## config.mk

```make
export PLATFORM = sky130hd
export DESIGN_NAME = trig_lut_top
export DESIGN_NICKNAME = d
export VERILOG_FILES = /design/src/rtl/trig_lut_pkg.sv /design/src/rtl/trig_lut_bank.sv /design/src/rtl/trig_lut_pick.sv /design/src/rtl/trig_lut_readback.sv /design/src/rtl/trig_lut_top.sv
export SDC_FILE = /design/constraint.sdc
export NUM_CORES = 1
export LEC_CHECK = 0
export ABC_AREA = 1
export CELL_PAD_IN_SITES_DETAIL_PLACEMENT = 1
export CELL_PAD_IN_SITES_GLOBAL_PLACEMENT = 1
export CORE_ASPECT_RATIO = 0.6
export CORE_MARGIN = 4
export CORE_UTILIZATION = 44
export CTS_CLUSTER_DIAMETER = 30
export DETAILED_ROUTE_END_ITERATION = 12
export PLACE_DENSITY_LB_ADDON = 0.12
export SLEW_MARGIN = 15
export SYNTH_ARGS = -nofsm -noshare
export SYNTH_HDL_FRONTEND = slang
export SYNTH_HIERARCHICAL = 1
export SYNTH_SLANG_ARGS = --single-unit
```

## constraint.sdc

```tcl
create_clock -name clk -period 2.7 [get_ports clk]
set_clock_uncertainty 0.1 [all_clocks]
set_input_delay 0.675 -clock clk [delete_from_list [all_inputs] [get_ports clk]]
set_output_delay 0.675 -clock clk [all_outputs]
set_load 0.05 [all_outputs]
```

## src/rtl/trig_lut_pkg.sv

```systemverilog
// Package: shared constants and sizing helpers for the trigger lookup table.
// Assumes a 9-bit register address with the table window in its upper half.
package trig_lut_pkg;

    localparam int REG_AW   = 9;
    localparam int REG_DW   = 16;
    localparam logic [REG_AW-1:0] CNT_ADDR = 9'h00F;

    // Number of 16-bit table words needed for n trigger inputs.
    function automatic int lut_words(input int n);
        return (n <= 4) ? 1 : (1 << (n - 4));
    endfunction

    // Width of the bit index into the flattened table (at least four bits).
    function automatic int lut_idx_w(input int n);
        return (n < 4) ? 4 : n;
    endfunction

endpackage

```

## src/rtl/trig_lut_bank.sv

```systemverilog
// Module: table word storage with write decode.
// Holds WORDS registers of REG_DW bits. A write lands only when the address
// is inside the window and its offset names an existing word; any other write
// is dropped. Assumes WORDS is at most 256.
module trig_lut_bank #(
    parameter int WORDS = 16
) (
    input  logic                                clk,
    input  logic                                rst_n,
    input  logic                                we,
    input  logic [trig_lut_pkg::REG_AW-1:0]     addr,
    input  logic [trig_lut_pkg::REG_DW-1:0]     wdata,
    output logic [trig_lut_pkg::REG_DW-1:0]     words [WORDS],
    output logic [WORDS*trig_lut_pkg::REG_DW-1:0] flat
);
    import trig_lut_pkg::*;

    logic       in_window;
    logic [7:0] offset;

    // Purpose: split the address into the window flag and the word offset.
    always_comb begin
        in_window = addr[REG_AW-1];
        offset    = addr[7:0];
    end

    genvar w;
    generate
        for (w = 0; w < WORDS; w++) begin : g_word
            logic hit;

            // Purpose: decode a write aimed at this word.
            always_comb hit = we && in_window && (offset == 8'(w));

            // Purpose: hold one table word, cleared by reset.
            always_ff @(posedge clk) begin
                if (!rst_n) begin
                    words[w] <= '0;
                end else if (hit) begin
                    words[w] <= wdata;
                end
            end

            assign flat[w*REG_DW +: REG_DW] = words[w];
        end
    endgenerate

endmodule

```

## src/rtl/trig_lut_pick.sv

```systemverilog
// Module: registered bit select from the flattened table.
// The trigger vector, zero-extended to IDX_W bits, is the bit address. This
// is equivalent to word = upper bits and bit = lowest four bits. Assumes
// the flat vector width is exactly 2**IDX_W.
module trig_lut_pick #(
    parameter int N_TRIG = 8,
    parameter int IDX_W  = 8
) (
    input  logic                    clk,
    input  logic                    rst_n,
    input  logic [N_TRIG-1:0]       trig_vec,
    input  logic [(1<<IDX_W)-1:0]   flat,
    output logic                    trig_out
);
    logic [IDX_W-1:0] idx;

    // Purpose: widen the trigger vector to a full bit index (missing bits zero).
    always_comb idx = IDX_W'(trig_vec);

    // Purpose: register the selected table bit as the decision.
    always_ff @(posedge clk) begin
        if (!rst_n) begin
            trig_out <= 1'b0;
        end else begin
            trig_out <= flat[idx];
        end
    end

endmodule

```

## src/rtl/trig_lut_readback.sv

```systemverilog
// Module: registered read mux for the register port.
// Returns the input count at the count address, a table word inside the
// valid range, and zero for everything else.
module trig_lut_readback #(
    parameter int N_TRIG = 8,
    parameter int WORDS  = 16
) (
    input  logic                            clk,
    input  logic                            rst_n,
    input  logic [trig_lut_pkg::REG_AW-1:0] addr,
    input  logic [trig_lut_pkg::REG_DW-1:0] words [WORDS],
    output logic [trig_lut_pkg::REG_DW-1:0] rdata
);
    import trig_lut_pkg::*;

    logic [REG_DW-1:0] rd_next;

    // Purpose: pick the read value for the present address.
    always_comb begin
        rd_next = '0;
        if (addr == CNT_ADDR) begin
            rd_next = REG_DW'(N_TRIG);
        end else if (addr[REG_AW-1]) begin
            for (int w = 0; w < WORDS; w++) begin
                if (addr[7:0] == 8'(w)) begin
                    rd_next = words[w];
                end
            end
        end
    end

    // Purpose: register the read data.
    always_ff @(posedge clk) begin
        if (!rst_n) begin
            rdata <= '0;
        end else begin
            rdata <= rd_next;
        end
    end

endmodule

```

## src/rtl/trig_lut_top.sv

```systemverilog
// Module: programmable trigger lookup table, top level.
// Maps N_TRIG trigger bits to one registered decision through a truth table
// that is loaded over a 16-bit register port. Assumes N_TRIG is 1 to 12, so
// that the table fits in the 256-word window.
module trig_lut_top #(
    parameter int N_TRIG = 8
) (
    input  logic                            clk,
    input  logic                            rst_n,
    input  logic [N_TRIG-1:0]               trig_vec,
    input  logic                            reg_we,
    input  logic [trig_lut_pkg::REG_AW-1:0] reg_addr,
    input  logic [trig_lut_pkg::REG_DW-1:0] reg_wdata,
    output logic [trig_lut_pkg::REG_DW-1:0] reg_rdata,
    output logic                            trig_out
);
    import trig_lut_pkg::*;

    localparam int WORDS  = lut_words(N_TRIG);
    localparam int IDX_W  = lut_idx_w(N_TRIG);
    localparam int FLAT_W = WORDS * REG_DW;

    logic [REG_DW-1:0] tbl_words [WORDS];
    logic [FLAT_W-1:0] tbl_flat;

    trig_lut_bank #(.WORDS(WORDS)) u_bank (
        .clk   (clk),
        .rst_n (rst_n),
        .we    (reg_we),
        .addr  (reg_addr),
        .wdata (reg_wdata),
        .words (tbl_words),
        .flat  (tbl_flat)
    );

    trig_lut_pick #(.N_TRIG(N_TRIG), .IDX_W(IDX_W)) u_pick (
        .clk      (clk),
        .rst_n    (rst_n),
        .trig_vec (trig_vec),
        .flat     (tbl_flat),
        .trig_out (trig_out)
    );

    trig_lut_readback #(.N_TRIG(N_TRIG), .WORDS(WORDS)) u_rd (
        .clk   (clk),
        .rst_n (rst_n),
        .addr  (reg_addr),
        .words (tbl_words),
        .rdata (reg_rdata)
    );

endmodule

```

## Word level (Yosys, flattened, before mapping)

Cells that the tools add are included.

- Bits of input ports: 36
- Output and inout bits: 17
- Flip-flop bits (word level): 273
- Logic and storage cells: 77

- Muxes and demuxes: 20
- Equal/unequal tests: 16
- Order comparisons: 1
- Bitwise operators: 2
- Reduce and logical (&&, ||, !) cells: 19

Operators with widths:

| cell | number |
|---|---|
| $mux 16 | 16 |
| $eq 8x4->1 const B | 8 |
| $eq 8x3->1 const B | 4 |
| $logic_and 1x1->1 | 17 |
| $eq 8x2->1 const B | 2 |
| $eq 9x4->1 const B | 1 |
| $lt 8x9->1 const B | 1 |
| $bmux 1 s8 | 1 |
| $eq 8x1->1 const B | 1 |
| $logic_not 8->1 | 1 |
| $mux 4 | 2 |
| $reduce_or 3->1 | 1 |
| $not 1->1 | 2 |
| $mux 1 | 1 |

## Longest topological paths before layout

- Depth in word-level cells: 19
- Depth in mapped cells: 15
- Depth with buffers taken out: 14

## Hierarchy

The synthesis kept the hierarchy.

By module, submodules not included:

| module | cells an instance | area each (um^2) | times used | sequential area each (um^2) |
|---|---|---|---|---|
| trig_lut_bank | 2014 | 13400.4 | 1 | 5124.9 |
| trig_lut_readback | 546 | 2707.6 | 1 | 320.3 |
| trig_lut_pick | 584 | 2667.6 | 1 | 20.0 |

## Least setup slack after synthesis

Ideal clock, no wire load.

- Path type: input port to flip-flop
- Start point: input reg_addr[7] (netlist bit)
- End point: register u_rd/rdata[5] (netlist bit)
- Stages: 13
- Buffers on the path: 2
- Setup slack: 0.576 ns
- Library setup time: 0.117 ns
- Data arrival time: 1.907 ns
- Data required time: 2.483 ns
- Cells stage by stage: nor2_2 > nand2_4 > nor2_4 > buf_6 > nand2_4 > buf_6 > or2_1 > nand2_1 > nand4_1 > nor2_1 > nand4_1 > nor2_1 > nor2_1

- Word-level cells in the longest chain between the ends: 17
- Elaborated cells between the ends (all ways): 34
- Classes of those cells: eq/ne (16); mux (16); reduce/logical (2)

RTL lines:

| element | RTL line | source |
|---|---|---|
| start, declared | trig_lut_top.sv:12 | `input logic [trig_lut_pkg::REG_AW-1:0] reg_addr,` |
| $logic_not 8->1 | trig_lut_readback.sv:25 | `if (addr[7:0] == 8'(w)) begin` |
| $mux 16 (16 in a row) | trig_lut_readback.sv:25 |  |
| end signal, assigned | trig_lut_readback.sv:37 | `rdata <= rd_next;` |
| end, declared | trig_lut_readback.sv:12 | `output logic [trig_lut_pkg::REG_DW-1:0] rdata` |

Parallel ways exist; a longest one is shown, timed or not.
A chain may end at the register's enable or synchronous reset.

## Worst setup path after layout

- Start point: register u_rd/rdata[3] (netlist bit)
- End point: output reg_rdata[3] (netlist bit)

RTL lines:

| element | RTL line | source |
|---|---|---|
| end, declared | trig_lut_top.sv:14 | `output logic [trig_lut_pkg::REG_DW-1:0] reg_rdata,` |

No word-level cell between the ends.

==> impl_metrics.toml <==
[synthesis]
synthesis.nets = 3180
syn-cell-area_um2 = 18800
synth_top_cell_area_share_pct = 29.1
synthCells = 3144
synthTopCellsByArea = "sky130_fd_sc_hd__dfxtp_1 (29%), sky130_fd_sc_hd__nand2_1 (19%), sky130_fd_sc_hd__buf_4 (11%)"
synthDominantAreaCellType = "sky130_fd_sc_hd__dfxtp_1"
synth.yosys.seq_area_share_pct = 29.1
ys.warnings.count = 6
avg_inst_size_synth_um2 = 5.97
synth.distinct_cells = 29
ys_seq_elements = 273

[timing]
measured_slew_at_the_worst_slew_check_pin_ns = 0.697
timing.final.ws_setup_ns = 0.0962
layout_worst_path_cycle_share_pct = 96.4
fin_crit_ns = 2.60
max_freq_ghz = 0.384
finalMaxSlewViolations = 0
rsz_0062_raised_after_global_routing = "no"
worst_max_slew_margin_expressed_relative_to_the_limit_pct = 53.5
finalHoldWorstSlack_ns = 0.377
timing.final.hold_violations = 0
timing.final.setup_violations = 0

[finish]
non_filler_cell_area_final_um2 = 20900
diodes = 0
post_route_cells_drive_above_1_share_pct = 11.0
design.final.nets = 2990
fillCellCount = 5675
final_core_area_utilization_pct = 49.8
areaGrowthSynthToFinish_pct = 11.3

[critical_path]
timing.critical_path.buf_inv = 1
crit_path_max_cell_delay_ns = 0.84
worstPathArrival_ns = 1.83
endpoint_kind = "output pin"
cp_max_delay_cell = "sky130_fd_sc_hd__clkdlybuf4s50_1"
crit_path_cell_trace = "clkdlybuf4s50_1"
timing.reg2reg.setup_slack_ns = 0.84
critPathKind = "reg -> out"
worst-endpoint-required_ns = 1.92
cpLargestDelayFamily = "buffers and inverters"
timing.critical_path.fanout_max = 1
timing.critical_path.from_type = "flip-flop"

[grt]
grt_pass1_vias = 19261
global_route.overflow_total = 0
antenna_found_initial = 3
grt_max_degree = 118
aggregate_global_route_resource_usage_pct = 32.5
grt_pass1_wl_um = 116000

[flow_run]
timing.max_cap.violations = 0

[clock_tree]
clockRootBuffer = "sky130_fd_sc_hd__clkbuf_16"
tritoncts_buffers = 58
clkSinkCount = 273
ctsLongestPathBuffers = 3
cts_tree = "built"
cts.htree.levels = 2
worst_skew_pair.late_latency_ns = 0.60
clk_pin_slew_ns = 0.05
cts-hold-fix-buffers = 0

[route]
routed_wirelength_um = 76500
drcViolationCount = 0
detail_route.iter0.violations = 2045
wl_per_cell_um = 21.4
viasPerCell = 5.50
count_of_tritonroute_iterations_in_the_first_routing_pass = 6
routed-via-count = 19635
antenna_violating_nets_post_route = 0

[power]
power_density_of_the_placed_cells_nw_per_um2 = 604
totalPowerFinal_mw = 12.6
static-leakage-power_nw = 9.03
max-vdd-ir-drop_mv = 0.436

[floorplanning]
ioPinCount = 53
dieWidth_um = 275
core_region_area_um2 = 42000
fp.dieH_um = 168
starting_density_pct = 44.7
rows = 58
design.die.area_um2 = 46100

[place]
globalplace.congestion = 0.951
post-place-ws_ns = -0.239
placed_area_um2 = 18900
detail_placement_hpwl_um = 52900
buffer_ports.inserted = 52

[run_status]
status = "complete, no violations"

[min_path]
timing.hold.worst.class = "in -> reg"
-- flip-flops by register name, summed over array words and instances (netlist names) --
signal and count:
u_bank/flat 256, u_rd/rdata 16, u_pick/trig_out 1
-- area by class of cell --
cell class	instances	area (um2)	share of cell area [%]
clock inverters	45	523	2.50
multi-input cells	2028	8880	42.5
repair buffers	211	2380	11.4
flip-flops and latches	273	5470	26.1
well taps	570	713	3.41
clock buffers	64	1510	7.20
inverters	382	1440	6.88
-- placed cells by master, fill, tap and decap left out, drive strengths merged --
| cell | count |
|---|---|
| nand2 | 952 |
| nor2 | 429 |
| inv | 385 |
| nand3 | 369 |
| dfxtp | 273 |
| nand4 | 180 |
| buf | 162 |
| clkbuf | 65 |
| a21oi | 63 |
| clkdlybuf4s50 | 41 |
| clkinv | 22 |
| o21ai | 15 |
| or2 | 12 |
| clkinvlp | 11 |
| bufinv | 9 |
| dlygate4sd2 | 6 |
| nor3 | 3 |
| nand3b | 2 |
| o211ai | 2 |
| dlymetal6s2s | 1 |
| o22ai | 1 |
-- stage by stage --
step	std cells	setup TNS [ns]
finish	3573	0
global placement	3464	-2.34
global route	3573	0
floorplan	3144	0
CTS	3573	0
detailed placement	3464	-3.11
-- final timing paths --
check,to,startpoint,depth (start not counted)
worst min register to register,u_bank/flat[56],u_bank/flat[56],2
worst max-delay path,reg_rdata[3],u_rd/rdata[3],1
worst max register to register,u_pick/trig_out,u_bank/flat[255],11
worst min-delay path,u_bank/flat[138],rst_n,3
-- metal layers --
metal	track usage, %	routed length [um]
met4	9.30	2070
met2	46.2	30500
met5	0	18
met1	48.1	36200
met3	8.38	7660
-- cell usage after synthesis (all sizes together) --
cell type / instances
a21oi: 63
buf: 405
clkbuf: 56
dfxtp: 273
inv: 382
nand2: 952
nand3: 369
nand3b: 2
nand4: 180
nor2: 429
nor3: 3
o211ai: 2
o21ai: 15
o22ai: 1
or2: 12
-- logic make-up (layout without fill, tap and decap cells) --
group	after synthesis	after routing	synth area share, %
and+or+nand+nor	1947	1947	45.0
buffers and inverters	843	702	23.7
DFF	273	273	29.1
AOI/OAI and AO/OA	81	81	2.19
-- what timing repair did --
action / CTS / global route
endpoints found under the setup margin: 6 / 1
setup buffers: 0 / 0
endpoints found under the hold margin: 0 / 0
gates resized for setup: 6 / 1
-- power breakdown --
group          leakage, nW  internal, mW  switching (mW)
Combinational         5.86         0.335           0.744
Sequential            2.20          4.04         0.00668
Clock                0.969          4.89            2.60
No activity file was read; power rests on OpenSTA's default activity.
